==> src/rtl/ocd_pkg.sv <==
package ocd_pkg;

    localparam int unsigned LIM_W        = 16;
    localparam int unsigned THR_CODE_MAX = 98;

    typedef enum logic [1:0] {
        ST_IDLE  = 2'd0,
        ST_ALERT = 2'd1,
        ST_FAULT = 2'd2
    } ocd_state_e;

    typedef enum logic {
        VAR_VOLT = 1'b0,
        VAR_CURR = 1'b1
    } ocd_variant_e;

    typedef struct packed {
        logic alert;
        logic status;
        logic fet_off;
        logic trip;
    } ocd_out_t;

    // Millivolt limit from a step code, clamped to the top step
    function automatic logic [LIM_W-1:0] volt_thr_mv(input logic [LIM_W-1:0] code);
        logic [LIM_W-1:0] c;
        c = (code > LIM_W'(THR_CODE_MAX)) ? LIM_W'(THR_CODE_MAX) : code;
        return LIM_W'(4) + (c << 1);
    endfunction

    // Number of abnormal ticks needed before the fault latches
    function automatic logic [LIM_W-1:0] persist_limit(input ocd_variant_e v,
                                                       input logic [LIM_W-1:0] code);
        return (v == VAR_VOLT) ? code + LIM_W'(2) : code;
    endfunction

    // Recovery tick count, never below one
    function automatic logic [LIM_W-1:0] rec_limit(input logic [LIM_W-1:0] code);
        return (code == '0) ? LIM_W'(1) : code;
    endfunction

endpackage

==> src/rtl/ocd_detect.sv <==
module ocd_detect
    import ocd_pkg::*;
#(
    parameter ocd_variant_e VARIANT = VAR_VOLT,
    parameter int unsigned  SENSE_W = 8,
    parameter int unsigned  THR_W   = 8,
    parameter int unsigned  CUR_W   = 16
) (
    input  logic                    en,
    input  logic [SENSE_W-1:0]      sense,
    input  logic signed [CUR_W-1:0] cur,
    input  logic [THR_W-1:0]        thr_code,
    output logic                    abn
);

    localparam int unsigned XW = CUR_W + 1;

    logic [LIM_W-1:0]    thr_mv;
    logic                v_abn;
    logic signed [XW-1:0] cur_x;
    logic signed [XW-1:0] neg_thr;
    logic                c_abn;

    // Voltage comparator: strictly above the stepped limit
    assign thr_mv = volt_thr_mv(LIM_W'(thr_code));
    assign v_abn  = LIM_W'(sense) > thr_mv;

    // Current comparator: at or below the negated magnitude
    assign cur_x   = {cur[CUR_W-1], cur};
    assign neg_thr = -$signed({{(XW-THR_W){1'b0}}, thr_code});
    assign c_abn   = cur_x <= neg_thr;

    always_comb begin
        abn = en && ((VARIANT == VAR_CURR) ? c_abn : v_abn);
    end

endmodule

==> src/rtl/ocd_tick_timer.sv <==
module ocd_tick_timer
    import ocd_pkg::*;
(
    input  logic             clk,
    input  logic             rst,
    input  logic             run,
    input  logic             tick,
    input  logic [LIM_W-1:0] limit,
    output logic             done
);

    logic [LIM_W-1:0] cnt;
    logic [LIM_W-1:0] cnt_nxt;

    assign cnt_nxt = cnt + LIM_W'(1);
    assign done    = run && tick && (cnt_nxt >= limit);

    always_ff @(posedge clk) begin
        if (rst || !run) begin
            cnt <= '0;
        end else if (tick && !done) begin
            cnt <= cnt_nxt;
        end
    end

endmodule

==> src/rtl/ocd_ctrl.sv <==
module ocd_ctrl
    import ocd_pkg::*;
#(
    parameter ocd_variant_e VARIANT = VAR_VOLT
) (
    input  logic       clk,
    input  logic       rst,
    input  logic       en,
    input  logic       abn,
    input  logic       dly_zero,
    input  logic       afet_en,
    input  logic       pers_done,
    input  logic       rec_done,
    output ocd_state_e state,
    output ocd_out_t   outs
);

    ocd_state_e nxt;
    logic       fire;

    always_comb begin
        nxt  = state;
        fire = 1'b0;
        case (state)
            ST_IDLE: begin
                if (abn) begin
                    if (VARIANT == VAR_CURR && dly_zero) begin
                        nxt  = ST_FAULT;
                        fire = 1'b1;
                    end else begin
                        nxt = ST_ALERT;
                    end
                end
            end
            ST_ALERT: begin
                if (!abn) begin
                    nxt = ST_IDLE;
                end else if (pers_done) begin
                    nxt  = ST_FAULT;
                    fire = 1'b1;
                end
            end
            ST_FAULT: begin
                if (rec_done) nxt = ST_IDLE;
            end
            default: nxt = ST_IDLE;
        endcase
        if (!en) begin
            nxt  = ST_IDLE;
            fire = 1'b0;
        end
    end

    always_ff @(posedge clk) begin
        if (rst) begin
            state <= ST_IDLE;
            outs  <= '0;
        end else begin
            state        <= nxt;
            outs.alert   <= (nxt == ST_ALERT);
            outs.status  <= (nxt == ST_FAULT);
            outs.trip    <= fire;
            outs.fet_off <= fire ? afet_en : ((nxt == ST_FAULT) && outs.fet_off);
        end
    end

endmodule

==> src/rtl/ocd_channel.sv <==
module ocd_channel
    import ocd_pkg::*;
#(
    parameter ocd_variant_e VARIANT = VAR_VOLT,
    parameter int unsigned  SENSE_W = 8,
    parameter int unsigned  THR_W   = 8,
    parameter int unsigned  DLY_W   = 8,
    parameter int unsigned  CUR_W   = 16,
    parameter int unsigned  RT_W    = 8
) (
    input  logic                    clk,
    input  logic                    rst,
    input  logic                    en,
    input  logic [SENSE_W-1:0]      sense,
    input  logic [THR_W-1:0]        thr_code,
    input  logic [DLY_W-1:0]        dly_code,
    input  logic                    afet_en,
    input  logic signed [CUR_W-1:0] cur,
    input  logic signed [CUR_W-1:0] rec_thr,
    input  logic [RT_W-1:0]         rec_time,
    input  logic                    tick,
    output logic                    alert,
    output logic                    status,
    output logic                    fet_off,
    output logic                    trip
);

    logic             abn;
    logic             dly_zero;
    logic             rec_cond;
    logic             pers_run;
    logic             rec_run;
    logic             pers_done;
    logic             rec_done;
    logic [LIM_W-1:0] pers_lim;
    logic [LIM_W-1:0] rec_lim;
    ocd_state_e       state;
    ocd_out_t         outs;

    ocd_detect #(
        .VARIANT (VARIANT),
        .SENSE_W (SENSE_W),
        .THR_W   (THR_W),
        .CUR_W   (CUR_W)
    ) u_detect (
        .en       (en),
        .sense    (sense),
        .cur      (cur),
        .thr_code (thr_code),
        .abn      (abn)
    );

    assign dly_zero = (dly_code == '0);
    assign rec_cond = cur > rec_thr;
    assign pers_lim = persist_limit(VARIANT, LIM_W'(dly_code));
    assign rec_lim  = rec_limit(LIM_W'(rec_time));
    assign pers_run = en && (state == ST_ALERT) && abn;
    assign rec_run  = en && (state == ST_FAULT) && rec_cond;

    ocd_tick_timer u_persist (
        .clk   (clk),
        .rst   (rst),
        .run   (pers_run),
        .tick  (tick),
        .limit (pers_lim),
        .done  (pers_done)
    );

    ocd_tick_timer u_recover (
        .clk   (clk),
        .rst   (rst),
        .run   (rec_run),
        .tick  (tick),
        .limit (rec_lim),
        .done  (rec_done)
    );

    ocd_ctrl #(
        .VARIANT (VARIANT)
    ) u_ctrl (
        .clk       (clk),
        .rst       (rst),
        .en        (en),
        .abn       (abn),
        .dly_zero  (dly_zero),
        .afet_en   (afet_en),
        .pers_done (pers_done),
        .rec_done  (rec_done),
        .state     (state),
        .outs      (outs)
    );

    assign alert   = outs.alert;
    assign status  = outs.status;
    assign fet_off = outs.fet_off;
    assign trip    = outs.trip;

endmodule

==> config.mk <==
export PLATFORM = sky130hd
export DESIGN_NAME = ocd_channel
export DESIGN_NICKNAME = d
export VERILOG_FILES = /design/src/rtl/ocd_pkg.sv /design/src/rtl/ocd_detect.sv /design/src/rtl/ocd_tick_timer.sv /design/src/rtl/ocd_ctrl.sv /design/src/rtl/ocd_channel.sv
export SDC_FILE = /design/constraint.sdc
export NUM_CORES = 1
export LEC_CHECK = 0
export ABC_AREA = 1
export BUFFER_PORTS_ARGS = -buffer_cell sky130_fd_sc_hd__buf_2
export CAP_MARGIN = 20
export CORE_MARGIN = 3
export CORE_UTILIZATION = 40
export DETAILED_ROUTE_END_ITERATION = 16
export GPL_TIMING_DRIVEN = 0
export MAX_ROUTING_LAYER = met4
export PLACE_DENSITY = 0.59
export SLEW_MARGIN = 0
export SYNTH_ARGS = -nofsm -noshare
export SYNTH_HDL_FRONTEND = slang
export SYNTH_HIERARCHICAL = 1
export SYNTH_SLANG_ARGS = --single-unit
==> constraint.sdc <==
create_clock -name clk -period 2.5 [get_ports clk]
set_input_delay 0 -clock clk [delete_from_list [all_inputs] [get_ports clk]]
set_output_delay 0 -clock clk [all_outputs]
set_load 0.01 [all_outputs]
==> After elaboration in Yosys (flattened, before gate mapping) <==
Cells that the tools add are included.
{ "classes": {"muxes": 13, "n_reduce_logical": 20, "addsub": 4, "n_lt_le_gt_ge": 5, "n_eq_ne": 4} }
{ "ops": {"columns": ["cell", "count"], "rows": [
  ["adder 16 x 1 -> 16 bit (second input constant)", 2],
  ["adder 3 x 16 -> 16 bit (first input constant)", 1],
  [">= comparator 16 x 8 -> 1 bit", 1],
  [">= comparator 16 x 9 -> 1 bit", 1],
  ["> comparator 16 bit", 1],
  ["> comparator 8 x 16 -> 1 bit", 1],
  ["2-to-1 mux 8 bit", 2],
  ["logical AND 1 bit", 12],
  ["2-to-1 mux 2 bit", 5],
  ["adder 8 x 2 -> 9 bit (second input constant)", 1],
  ["> comparator 8 x 7 -> 1 bit (second input constant)", 1],
  ["zero test 8 bit", 1],
  ["case mux 2 bit (3 select lines)", 1],
  ["2-to-1 mux 1 bit", 5],
  ["== test 2 x 1 -> 1 bit (second input constant)", 2],
  ["== test 2 bit (second input constant)", 2],
  ["zero test 1 bit", 4],
  ["zero test 2 bit", 1],
  ["logical OR 1 bit", 2]
]} }
{ "word_totals": {"output_inout_bits": 4, "input_bits": 69, "elab_cells": 53, "register_bits": 38} }

==> Longest topological paths before layout <==
Gate-level depths: netlist of run 1.
{ "logic_depth": {"ltp_word": 15, "depth_mapped": 29, "ltp_nobuf": 29} }

==> Cells and area by module <==
Netlist of run 1, hierarchy kept.
{ "by_module_without_submodules": {"columns": ["module", "area_per_inst_um2", "seq_area_each_um2", "n_inst", "cells_per_inst"], "rows": [
  ["ocd_tick_timer", 1427.6, 320.3, 2, 228],
  ["ocd_channel", 653.1, 0.0, 1, 112],
  ["ocd_detect", 337.8, 0.0, 1, 58],
  ["ocd_ctrl", 230.2, 120.1, 1, 28]
]} }

==> Least setup slack after synthesis of run 1 <==
No wires, ideal clock.
{ "synth_path": {"kind": "input -> register", "from": "in thr_code[3]", "to": "reg, netlist name u_ctrl/outs[1]", "stages": 28, "arrival_time_ps": 2642, "t_required_ps": 2442, "path_slack_ps": -200, "n_path_buf": 0, "setup_ps": 58, "cell_sequence": "clkinv_2 > nand2_1 > nor2_2 > nand2_2 > nand2_2 > inv_2 > nor2_1 > ha_1 > inv_1 > o311ai_0 > nand2_1 > ha_1 > nand2_1 > nor2_1 > nand2_1 > a21oi_1 > nand2_1 > nor3_1 > nand2_1 > inv_1 > nand2_4 > inv_1 > nand2_2 > nor2_4 > nand2_2 > nor2_4 > nand2_1 > nand2_1"} }
{ "synth_via": {"elab_chain_len": 15, "elab_cells_between_ends": 20, "cone_classes": "add/sub (1); order compare (2); eq/ne (1); mux (11); reduce/logical (5)"} }
{ "synth_rtl": {"columns": ["item", "line", "rtl"], "rows": [
  ["start, declared", "ocd_channel.sv:15", "input logic [THR_W-1:0] thr_code,"],
  ["> comparator 8 x 7 -> 1 bit", "ocd_pkg.sv:27", "c = (code > LIM_W'(THR_CODE_MAX)) ? LIM_W'(THR_CODE_MAX) : code;"],
  ["2-to-1 mux 8 bit (*)", "ocd_pkg.sv:27", null],
  ["adder 3 x 16 -> 16 bit (*)", "ocd_pkg.sv:28", "return LIM_W'(4) + (c << 1);"],
  ["> comparator 8 x 16 -> 1 bit (*)", "ocd_detect.sv:26", "assign v_abn = LIM_W'(sense) > thr_mv;"],
  ["logical AND 1 bit (*)", "ocd_detect.sv:34", "abn = en && ((VARIANT == VAR_CURR) ? c_abn : v_abn);"],
  ["net abn", "ocd_channel.sv:28", "logic abn;"],
  ["logical AND 1 bit (*)", "ocd_channel.sv:57", "assign pers_run = en && (state == ST_ALERT) && abn;"],
  ["net pers_run", "ocd_channel.sv:31", "logic pers_run;"],
  ["logical AND 1 bit (*) (2 in series)", "ocd_tick_timer.sv:16", "assign done = run && tick && (cnt_nxt >= limit);"],
  ["net pers_done", "ocd_channel.sv:33", "logic pers_done;"],
  ["2-to-1 mux 2 bit", "ocd_ctrl.sv:38", "end else if (pers_done) begin"],
  ["2-to-1 mux 2 bit", "ocd_ctrl.sv:36", "if (!abn) begin"],
  ["case mux 2 bit (3 select lines)", "ocd_ctrl.sv:24", "case (state)"],
  ["2-to-1 mux 2 bit", "ocd_ctrl.sv:48", "if (!en) begin"],
  ["== test 2 bit", "ocd_ctrl.sv:63", "outs.fet_off <= fire ? afet_en : ((nxt == ST_FAULT) && outs.fet_off);"],
  ["logical AND 1 bit", "ocd_ctrl.sv:63", null],
  ["2-to-1 mux 1 bit (*)", "ocd_ctrl.sv:63", null]
]} }
Mark *: on every way through the listed nets, which the timed path passes. The rest lies on a longest branch.
A chain may end at the register's enable or synchronous reset.

==> Worst setup path in the final report of run 1 <==
{ "layout_path": {"from": "reg u_recover.cnt[5]", "to": "reg u_recover.cnt[14]"} }
{ "layout_via": {"elab_chain_len": 5} }
{ "layout_rtl": {"columns": ["item", "line", "rtl"], "rows": [
  ["start, declared", "ocd_tick_timer.sv:12", "logic [LIM_W-1:0] cnt;"],
  ["start signal, assigned", "ocd_tick_timer.sv:22", "cnt <= cnt_nxt;"],
  ["adder 16 x 1 -> 16 bit", "ocd_tick_timer.sv:15", "assign cnt_nxt = cnt + LIM_W'(1);"],
  ["net u_recover.cnt_nxt[7]", "ocd_tick_timer.sv:13", "logic [LIM_W-1:0] cnt_nxt;"],
  [">= comparator 16 x 8 -> 1 bit", "ocd_tick_timer.sv:16", null],
  ["logical AND 1 bit", "ocd_tick_timer.sv:16", null],
  ["zero test 1 bit", "ocd_tick_timer.sv:21", "end else if (tick && !done) begin"],
  ["logical AND 1 bit", "ocd_tick_timer.sv:21", null]
]} }
The timed path passes the listed nets, and every way through them passes these cells.

==> results of run 1 <==
[layout make-up]
class	instances	area, sq um	share of cell area
multi-input cells	483	3310	0.541
repair buffers	143	1090	0.179
flip-flops and latches	38	791	0.129
inverters	129	497	0.0813
well taps	133	166	0.0272
plain buffers	15	114	0.0186
clock buffers	6	82.6	0.0135
clock inverters	2	60.1	0.00983
[timing repair]
item                                   in CTS  in global routing
setup endpoints to repair                  38                 38
buffers inserted                           44                 25
pin swaps                                  27                 69
hold buffers                                1                  1
endpoints found under the hold margin       1                  1
gates resized for setup                    65                109
cloned                                      3                  0
[final timing paths]
check	cells past startpoint	to
hold reg to reg	2	u_ctrl/outs[1]
hold / removal	2	u_ctrl/outs[0]
setup / recovery	20	u_recover/cnt[14]
setup reg to reg	20	u_recover/cnt[14]
[stage by stage]
stage / instance area [sq um] / TNS [ps]
floorplan: 4120 / -64.6
global placement: 4640 / -13490
detailed placement: 4640 / -15100
CTS: 5510 / -2870
global route: 6110 / -15420
finish: 6110 / -8630
[layer usage]
layer  track usage  routed length [um]  vias up
met5             -                   0        -
met4        0.0530                 178        0
met3        0.0301                 470       16
met2         0.339                5950       82
met1         0.222                4870     2009
li1              -                   -     2287
[sequential cells by signal, summed over array words and instances, names as in the netlist]
| signal | cells |
|---|---|
| u_persist/cnt | 16 |
| u_ctrl/state | 2 |
| u_ctrl/outs | 4 |
| u_recover/cnt | 16 |
[cell usage in the layout (no fill, tap or decap), types with 3 or more instances in the layout]
cell type / instances
nand3_2: 7
nor3_2: 6
dfxtp_4: 5
conb_1: 15
inv_1: 108
nand2_2: 33
nor2_2: 21
xor2_1: 22
buf_12: 8
clkbuf_1: 7
nor3_1: 5
buf_6: 10
a21oi_1: 20
nand3_1: 13
buf_2: 70
inv_2: 16
nor2_4: 14
a21oi_2: 10
o21ai_1: 7
dfxtp_2: 9
inv_4: 3
clkbuf_8: 6
buf_8: 5
buf_4: 54
nor2_1: 76
nand4_1: 9
xor2_2: 7
ha_1: 50
dfxtp_1: 24
nand2_4: 9
ha_4: 8
nand2_1: 130
[power by group through the flow]
stage	registers (mW)	logic [mW]	clock network, mW
after global routing	0.601	0.474	0.710
after CTS	0.604	0.372	0.681
after global placement	0.621	0.303	0
final	0.601	0.417	0.672
after detailed placement	0.621	0.313	0
after floorplan	0.621	0.211	0
[worst max-delay path, stage by stage, from the launching register on]
cell	delay, ps
dfxtp_4	370
nand2_1	90
nor3_2	250
nand2_2	160
nor2_4	160
inv_1	70
nand2_1	70
inv_2	60
ha_4	220
a21oi_1	170
nand2_1	100
nor2_2	100
nand2_2	90
nand2_1	90
nand2_2	70
nand2_4	110
nand2_8	70
buf_12	130
buf_12	140
nor2_1	170
nor2_2	70
==> results_tabular.tex, run 1 <==
\begin{tabular}{lr}
\hline
Metric & Value \\
\hline
\multicolumn{2}{l}{\textbf{Timing}} \\
\quad Finish-stage setup viols & 38 \\
\quad Post-route worst hold slack & -4.12 ps \\
\quad Final worst-path setup slack & -384 ps \\
\quad Fmax & 347 MHz \\
\quad Final cycle utilization of the critical path & 1.15 \\
\quad Worst Max-Slew Pin Slew & 610 ps \\
\quad RSZ-0062 raised after global routing & true \\
\quad Max-slew violations & 0 \\
\quad Count of endpoints failing hold in the final timing report & 1 \\
\quad Minimum clock period after layout & 2880 ps \\
\quad Final clock skew & 5.02 ps \\
\quad Headroom to the max-slew limit & 0.592 \\
\multicolumn{2}{l}{\textbf{Clock tree}} \\
\quad Insertion delay to the later sink of the worst-skew pair & 300 ps \\
\quad Sink count of the clock tree & 38 \\
\quad Clock transition time at the flip-flop clock pins of the worst setup and hold paths & approximately 80 ps \\
\quad Clock tree from TritonCTS & yes \\
\quad Root cell of the clock tree & clkbuf\_8 \\
\quad CTS buffer count & 5 \\
\quad H-Tree Level Count & 2 \\
\quad CTS max path bufs & 2 \\
\multicolumn{2}{l}{\textbf{Routing}} \\
\quad Number of design-rule violations left by the first detailed-router iteration & 230 \\
\quad Total vias in the final route & 4394 \\
\quad Remaining routing DRC violations & 0 \\
\quad TritonRoute pass-1 iters & 4 \\
\quad Antenna Nets Post-Route & 0 \\
\quad Average wire length per cell after detail routing & between 10 and 15 um \\
\quad Total wire length & between 10 and 15 mm \\
\quad Detailed-route vias per instance & 4.63 \\
\multicolumn{2}{l}{\textbf{Die}} \\
\quad Starting density of the core & 0.413 \\
\quad Standard-cell row count & 36 \\
\quad Die outline area & 0.0114 sq mm \\
\quad Top-Level Pins & 73 \\
\quad Chip Width & 107 um \\
\quad Vertical extent of the die & 107 um \\
\quad Core footprint & a little under 0.01 sq mm \\
\multicolumn{2}{l}{\textbf{Worst setup path}} \\
\quad R2R Path Start & u\_recover/cnt[5] \\
\quad Reg-to-reg setup timing slack & -380 ps \\
\quad Kind of launch point of the worst setup path & flop \\
\quad Classification of the worst setup path & flop to flop \\
\quad Kind of end point of the critical path & flop \\
\quad CP arrival & a little over 3000 ps \\
\quad Worst-path maximum fanout & 10 \\
\quad Crit path required time & 2690 ps \\
\quad Worst setup path start & u\_recover/cnt[5] \\
\multicolumn{2}{l}{\textbf{Global routing}} \\
\quad Tot GR Track Use & 0.190 \\
\quad Overflow after GRT & 0 \\
\quad Vias in the first global route & 4187 \\
\quad Maximum number of pins on one net before global-route repair & 13 \\
\quad Antenna violations before repair & 0 \\
\quad Global-route wire length before repair & about 18 mm \\
\multicolumn{2}{l}{\textbf{Place}} \\
\quad Gp weighted congestion & around 0.79 \\
\quad Post-Place Worst Slack & -593 ps \\
\quad Post-detailed-placement half-perimeter wirelength & between 7 and 8 mm \\
\quad Port bufs & 71 \\
\quad Number of placed instances with taps included & 869 \\
\multicolumn{2}{l}{\textbf{Power}} \\
\quad Power share of the sequential group & 0.356 \\
\quad Total Power Consumption & 1.69 mW \\
\quad Worst vdd rail ir drop & 220 uV \\
\quad Net switching power & 0.458 mW \\
\quad Cell Int Power & 1.23 mW \\
\quad Switching part of the total power & 0.271 \\
\quad Cell area power density & 277 mW/mm\^{}2 \\
\quad Combinational cell fraction of total power & 0.247 \\
\quad Static Leak & 3.13 nW \\
\quad Fraction of power consumed by the clock network & 0.398 \\
\multicolumn{2}{l}{\textbf{Synth}} \\
\quad Per-instance average area after synthesis & 6.23 sq um \\
\quad Post-synthesis instance area & 0.00406 sq mm \\
\quad Count of yosys warnings during synthesis & 6 \\
\quad Number of cells produced by synthesis & 651 \\
\multicolumn{2}{l}{\textbf{Finish}} \\
\quad Filler Cell Count & 887 \\
\quad Proportion of layout cells with a drive suffix above 1 & 0.386 \\
\quad Fin cells & 949 \\
\quad Diodes inserted & 0 \\
\quad Final net count & 943 \\
\quad Area Growth Syn to Fin & 50.6\% \\
\quad Final Util & 0.622 \\
\multicolumn{2}{l}{\textbf{Status}} \\
\quad Result of the run & finished, violations left \\
\quad Violations in the final reports & hold timing, setup timing \\
\multicolumn{2}{l}{\textbf{Run}} \\
\quad Maximum Capacitance Violations & 0 \\
\multicolumn{2}{l}{\textbf{Min path}} \\
\quad Startpoint of the worst hold path & rst \\
\quad Worst hold-check path type & input pin to flop \\
\hline
\end{tabular}
Power figures use the tool's default switching activity.
==> inputs of run 2 (changes only) <==
Settings changed: CORE_UTILIZATION 40 to 52, CTS_CLUSTER_DIAMETER set to 30, PLACE_DENSITY 0.59 to unset, PLACE_DENSITY_LB_ADDON set to 0.2.
==> run 2 against run 1 <==
  * The flow finishes with violations (setup timing)
  * Register-to-register slack better by 30 ps
  * Maximum frequency is 1.1% higher
  * Design area is 1.0% lower
  * Highest routed layer unchanged
  * Largest cell class unchanged
  * Routed wire length is 20% higher
==> results_tabular.tex, run 2 (same netlist as run 1, synthesis figures left out) <==
\begin{tabular}{lr}
\hline
Metric & Value \\
\hline
\multicolumn{2}{l}{\textbf{Timing}} \\
\quad Count of endpoints failing hold in the final timing report & 0 \\
\quad Final clock skew & around 17 ps \\
\quad Minimum clock period after layout & 2850 ps \\
\quad Fmax & 351 MHz \\
\quad Worst Max-Slew Pin Slew & around 630 ps \\
\quad Max-slew violations & 0 \\
\quad Final worst-path setup slack & -352 ps \\
\quad Headroom to the max-slew limit & 0.575 \\
\quad Finish-stage setup viols & 38 \\
\quad Final cycle utilization of the critical path & 1.14 \\
\quad RSZ-0062 raised after global routing & true \\
\multicolumn{2}{l}{\textbf{Worst setup path}} \\
\quad Endpoint of the worst-slack reg-to-reg timing path & u\_persist/cnt[7] \\
\quad Critical-path cell list & inv\_4, nor3\_4, nand2\_2, nor2\_4, inv\_2, nand2\_2, inv\_2, ha\_4, nand2\_4, nor2\_4, nand2\_1, nand2\_1, nor2\_1, nand2\_1, nand2\_1, nand2\_2, nand2\_4, nand2\_8, buf\_4, buf\_6, nand2\_2, nand2\_2, nor2\_1 \\
\quad Worst-path maximum fanout & 6 \\
\quad Number of buffers and inverters on the critical path & 5 \\
\quad Crit path required time & 2740 ps \\
\quad Cell family contributing the most delay on the critical path & simple AND/OR/NAND/NOR gates \\
\quad Slowest cell on the critical path & dfxtp\_2 \\
\quad Kind of end point of the critical path & flop \\
\quad Reg-to-reg setup timing slack & -350 ps \\
\quad CP arrival & 3090 ps \\
\quad Max incr delay on CP & $\sim$380 ps \\
\quad Cell repeated most along the worst path & nand2\_2 \\
\quad Worst setup path start & u\_persist/cnt[4] \\
\quad Kind of launch point of the worst setup path & flop \\
\quad Classification of the worst setup path & flop to flop \\
\quad R2R Path Start & u\_persist/cnt[4] \\
\quad Length in cells of the worst reg-to-reg path & 23 \\
\multicolumn{2}{l}{\textbf{Finish}} \\
\quad Proportion of layout cells with a drive suffix above 1 & 0.407 \\
\quad Final net count & 924 \\
\quad Fin cells & $\sim$900 \\
\quad Diodes inserted & 0 \\
\quad Area Growth Syn to Fin & 49.0\% \\
\quad Commonest non-fill, non-tap cells in the layout & nand2\_1 (118), inv\_1 (104), nor2\_1 (79) \\
\quad Top flop regs & u\_persist/cnt (16), u\_recover/cnt (16), u\_ctrl/outs (4) \\
\quad Filler Cell Count & approximately 470 \\
\quad Leading cell type in the layout, fill and taps excluded & nand2\_1 \\
\multicolumn{2}{l}{\textbf{Die}} \\
\quad Chip Width & about 94 um \\
\quad Die outline area & just under 0.009 sq mm \\
\quad Top-Level Pins & 73 \\
\quad Starting density of the core & 0.548 \\
\quad Standard-cell row count & 31 \\
\quad Vertical extent of the die & 94.3 um \\
\quad Core footprint & 0.00741 sq mm \\
\multicolumn{2}{l}{\textbf{Clock tree}} \\
\quad CTS max path bufs & 2 \\
\quad Clock transition time at the flip-flop clock pins of the worst setup and hold paths & 90 ps \\
\quad CTS buffer count & 5 \\
\quad Insertion delay to the later sink of the worst-skew pair & 300 ps \\
\quad Sink count of the clock tree & 38 \\
\quad Clock tree from TritonCTS & yes \\
\quad H-Tree Level Count & 2 \\
\quad Root cell of the clock tree & clkbuf\_8 \\
\multicolumn{2}{l}{\textbf{Routing}} \\
\quad Total wire length & 13.7 mm \\
\quad Antenna Nets Post-Route & 0 \\
\quad Average wire length per cell after detail routing & roughly 15 um \\
\quad Number of design-rule violations left by the first detailed-router iteration & between 300 and 400 \\
\quad TritonRoute pass-1 iters & 6 \\
\quad Detailed-route vias per instance & 5.38 \\
\quad Remaining routing DRC violations & 0 \\
\quad Total vias in the final route & 4819 \\
\multicolumn{2}{l}{\textbf{Power}} \\
\quad Total Power Consumption & $\sim$1.5 mW \\
\quad Worst vdd rail ir drop & 227 uV \\
\quad Static Leak & 3.02 nW \\
\quad Cell area power density & 253 mW/mm\^{}2 \\
\multicolumn{2}{l}{\textbf{Run}} \\
\quad Maximum Capacitance Violations & 0 \\
\multicolumn{2}{l}{\textbf{Global routing}} \\
\quad Overflow after GRT & 0 \\
\quad Tot GR Track Use & 0.240 \\
\quad Maximum number of pins on one net before global-route repair & 12 \\
\quad Vias in the first global route & 4257 \\
\quad Global-route wire length before repair & between 15 and 20 mm \\
\quad Antenna violations before repair & 0 \\
\multicolumn{2}{l}{\textbf{Place}} \\
\quad Number of placed instances with taps included & 835 \\
\quad Post-Place Worst Slack & -584 ps \\
\quad Gp weighted congestion & 0.942 \\
\quad Post-detailed-placement half-perimeter wirelength & 7.19 mm \\
\quad Port bufs & 71 \\
\multicolumn{2}{l}{\textbf{Min path}} \\
\quad Startpoint of the worst hold path & rst \\
\quad Worst hold-check path type & input pin to flop \\
\quad Count of cells along the worst hold path & 2 \\
\quad Capture endpoint of the worst hold path & u\_ctrl/state[0] \\
\multicolumn{2}{l}{\textbf{Status}} \\
\quad Violations in the final reports & setup timing \\
\quad Result of the run & finished, violations left \\
\hline
\end{tabular}
==> run 2: worst max-delay path by stage <==
stage / end / slack (ps) / depth (start not counted)
after floorplan: u_ctrl/outs[1] / -60 / 28
after global placement: u_persist/cnt[2] / -480 / 24
after detailed placement: u_persist/cnt[5] / -580 / 23
after CTS: u_persist/cnt[11] / -90 / 20
after global routing: u_ctrl/outs[1] / -460 / 18
final: u_persist/cnt[7] / -350 / 23
==> run 2: repair_timing <==
action | in CTS | in global routing
pin swaps | 18 | 51
gates cloned | 2 | 2
endpoints found under the setup margin | 38 | 38
endpoints found under the hold margin | 1 | 0
hold buffers | 1 | 0
resized for setup | 74 | 146
buffers inserted | 25 | 28
==> run 2: routing by layer <==
layer	part of all wire	GRT usage	up-vias
li1	-	-	2256
met1	0.38	0.275	2193
met2	0.50	0.436	290
met3	0.076	0.0382	80
met4	0.047	0.0602	0
met5	0	-	-
==> run 2: worst register-to-register path: cells and delay by family (launching register included) <==
family | cells | cell delay (ps)
simple gates | 17 | 1720
buf+inv | 5 | 450
flops | 1 | 380
fa+ha+maj | 1 | 250
==> run 2: per-stage QoR <==
step | instance area [sq um] | hold WS (ps) | setup TNS (ps) | util
2_1_floorplan | 4120 | 69.1 | -64.6 | -
3_3_place_gp | 4600 | 204 | -11820 | 0.621
3_5_place_dp | 4600 | 213 | -14280 | 0.621
4_1_cts | 5230 | 8.03 | -1230 | 0.705
5_1_grt | 6050 | 19.3 | -13540 | 0.816
6_report | 6050 | 9.66 | -8700 | 0.816
==> run 2: cell type report <==
cell class	instances	area (sq um)	share of cell area
Multi-Input combinational cell	483	3520	0.582
Timing Repair Buffer	126	932	0.154
Sequential cell	38	791	0.131
Inverter	129	509	0.0842
Tap cell	99	124	0.0205
Clock buffer	7	86.3	0.0143
Buffer	13	78.8	0.0130
Clock inverter	1	5.00	0.000828
==> run 2: report_power, final <==
group	switching [mW]	leakage, nW	internal [mW]
combinational	0.246	2.66	0.214
clock	0.245	0.0482	0.223
sequential	0.000906	0.315	0.600
==> inputs of run 3 (changes only) <==
Settings changed: SKIP_CTS_REPAIR_TIMING set to 1.
==> run 3 against run 2 <==
  * The run still ends with setup timing left
  * Sequential share of layout area increased by 0.83 points
  * First-iteration DRC count decreased by 19%
  * Global-route usage decreased by 2.6 points
  * Sequential power about the same
  * Total power decreased by 4.0%
  * Hold slack improved by 8.1 ps
  * Worst setup slack got worse by 47 ps
  * Combinational power decreased by 8.9%
  * Maximum frequency decreased by 1.6%
  * Clock-buffer cell count unchanged
  * Clock power decreased by 4.5%
  * Critical endpoint is now u_persist/cnt[13]
  * Largest power group unchanged
  * Highest routed layer unchanged
==> results_tabular.tex, run 3 (same netlist as run 1, synthesis figures left out) <==
\begin{tabular}{lr}
\hline
Metric & Value \\
\hline
\multicolumn{2}{l}{\textbf{Status}} \\
\quad Result of the run & finished, violations left \\
\quad Violations in the final reports & setup timing \\
\multicolumn{2}{l}{\textbf{Worst setup path}} \\
\quad Reg-to-reg setup timing slack & -390 ps \\
\quad Endpoint of the worst-slack reg-to-reg timing path & u\_persist/cnt[13] \\
\quad Worst-path maximum fanout & 6 \\
\quad Crit path required time & 2690 ps \\
\quad CP arrival & 3080 ps \\
\quad Length in cells of the worst reg-to-reg path & 18 \\
\quad Kind of launch point of the worst setup path & input pin \\
\quad Classification of the worst setup path & input pin to flop \\
\quad R2R Path Start & u\_persist/cnt[5] \\
\quad Kind of end point of the critical path & flop \\
\multicolumn{2}{l}{\textbf{Timing}} \\
\quad Count of endpoints failing hold in the final timing report & 0 \\
\quad Final setup TNS & -8980 ps \\
\quad Final clock skew & 15.8 ps \\
\quad Finish-stage setup viols & 37 \\
\quad Max-slew violations & 0 \\
\quad RSZ-0062 raised after global routing & true \\
\quad Minimum clock period after layout & 2900 ps \\
\quad Final worst-path setup slack & -399 ps \\
\quad Worst Max-Slew Pin Slew & 607 ps \\
\quad Final cycle utilization of the critical path & 1.16 \\
\quad Post-route worst hold slack & 17.7 ps \\
\quad Fmax & 345 MHz \\
\quad Headroom to the max-slew limit & 0.594 \\
\multicolumn{2}{l}{\textbf{Global routing}} \\
\quad Global-route wire length before repair & 15.5 mm \\
\quad Overflow after GRT & 0 \\
\quad Maximum number of pins on one net before global-route repair & 12 \\
\quad Antenna violations before repair & 0 \\
\quad Vias in the first global route & about 3900 \\
\quad Tot GR Track Use & 0.214 \\
\multicolumn{2}{l}{\textbf{Place}} \\
\quad Post-detailed-placement half-perimeter wirelength & 7.19 mm \\
\quad Gp weighted congestion & 0.942 \\
\quad Post-detailed-placement cell area & approximately 0.0046 sq mm \\
\quad Port bufs & 71 \\
\quad Number of placed instances with taps included & 835 \\
\multicolumn{2}{l}{\textbf{Die}} \\
\quad Starting density of the core & 0.548 \\
\quad Core footprint & 0.00741 sq mm \\
\quad Top-Level Pins & 73 \\
\quad Standard-cell row count & 31 \\
\quad Die outline area & between 0.008 and 0.009 sq mm \\
\quad Chip Width & approximately 94 um \\
\quad Vertical extent of the die & 94.3 um \\
\multicolumn{2}{l}{\textbf{Routing}} \\
\quad Total vias in the final route & 4476 \\
\quad Total wire length & 11.3 mm \\
\quad Antenna Nets Post-Route & 0 \\
\quad TritonRoute pass-1 iters & 5 \\
\quad Average wire length per cell after detail routing & between 10 and 15 um \\
\quad Detailed-route vias per instance & around 5.1 \\
\quad Remaining routing DRC violations & 0 \\
\quad Number of design-rule violations left by the first detailed-router iteration & 280 \\
\multicolumn{2}{l}{\textbf{Power}} \\
\quad Cell area power density & roughly 260 mW/mm\^{}2 \\
\quad Static Leak & 2.90 nW \\
\quad Worst vdd rail ir drop & approximately 180 uV \\
\multicolumn{2}{l}{\textbf{Clock tree}} \\
\quad Clock transition time at the flip-flop clock pins of the worst setup and hold paths & 70 ps \\
\quad Clock tree from TritonCTS & yes \\
\quad Sink count of the clock tree & 38 \\
\quad H-Tree Level Count & 2 \\
\quad CTS buffer count & 5 \\
\quad Root cell of the clock tree & clkbuf\_8 \\
\quad Insertion delay to the later sink of the worst-skew pair & 300 ps \\
\quad CTS max path bufs & 2 \\
\multicolumn{2}{l}{\textbf{Min path}} \\
\quad Startpoint of the worst hold path & rst \\
\quad Worst hold-check path type & input pin to flop \\
\quad Capture endpoint of the worst hold path & u\_ctrl/outs[0] \\
\quad Count of cells along the worst hold path & 2 \\
\multicolumn{2}{l}{\textbf{Finish}} \\
\quad Sequential standard cell area & 785 sq um \\
\quad Commonest non-fill, non-tap cells in the layout & nand2\_1 (122), inv\_1 (108), nor2\_1 (85) \\
\quad Final net count & 905 \\
\quad Fin cells & 877 \\
\quad Top flop regs & u\_persist/cnt (16), u\_recover/cnt (16), u\_ctrl/outs (4) \\
\quad Area of combinational cells with multiple inputs & 0.00329 sq mm \\
\quad Leading cell type in the layout, fill and taps excluded & nand2\_1 \\
\quad Diodes inserted & 0 \\
\quad Proportion of layout cells with a drive suffix above 1 & 0.350 \\
\quad Filler Cell Count & about 530 \\
\quad Area Growth Syn to Fin & 39.0\% \\
\quad Cell area after layout & 0.00564 sq mm \\
\multicolumn{2}{l}{\textbf{Run}} \\
\quad Maximum Capacitance Violations & 0 \\
\hline
\end{tabular}
run 3: cell count changes in the layout (fill, tap and decap cells not counted), sizes merged:
cell and change:
buf -21, clkbuf +2
run 3: stage by stage:
step | util | total power [mW] | setup WS (ps)
5_1_grt | 0.761 | 1.56 | -652
6_report | 0.761 | 1.47 | -399
2_1_floorplan | - | 0.832 | -64.6
3_5_place_dp | 0.621 | 0.935 | -584
4_1_cts | 0.633 | 1.38 | -406
3_3_place_gp | 0.621 | 0.921 | -483
run 3: layout make-up:
type,instances,area share
Clock inverter,1,0.000888
Sequential cell,38,0.139
Tap cell,99,0.0220
Buffer,15,0.0193
Multi-Input combinational cell,483,0.584
Clock buffer,7,0.0153
Inverter,129,0.0881
Timing Repair Buffer,105,0.132
run 3: worst max-delay path by stage:
stage | from | end | slack [ps] | cells past startpoint
floorplan | thr_code[3] | u_ctrl/outs[1] | -60 | 28
global placement | thr_code[3] | u_persist/cnt[2] | -480 | 24
detailed placement | thr_code[5] | u_persist/cnt[5] | -580 | 23
CTS | u_persist/cnt[0] | u_ctrl/outs[1] | -410 | 20
global route | thr_code[7] | u_persist/cnt[13] | -650 | 28
finish | thr_code[2] | u_persist/cnt[13] | -400 | 28
run 3: layer usage:
layer	vias up	GRT usage	part of all wire
li1	2226	-	-
met2	190	0.377	0.50
met1	2024	0.254	0.40
met3	36	0.0375	0.062
met4	0	0.0481	0.029
met5	-	-	0
run 3: power by group:
group	internal [mW]	switching [mW]	leakage [nW]
registers	0.601	0.000898	0.313
clock network	0.223	0.225	0.0482
logic	0.196	0.222	2.54
run 3: critical path, cell delays in order:
cell and delay, ps:
buf_2 120, inv_2 50, nand2_1 50, nor2_2 90, nand2_2 90, nand2_4 90
inv_4 40, nor2_4 120, ha_4 150, inv_4 40, o311ai_2 310, nand2_1 160
ha_4 300, nand2_4 50, nor2_4 130, nand2_1 80, a21oi_2 140, nand2_1 80
nor3_2 180, nand2_1 80, inv_2 70, nand2_4 60, buf_12 130, nand2_8 90
buf_8 130, nand2_2 70, nand2_1 100, nor2_1 50
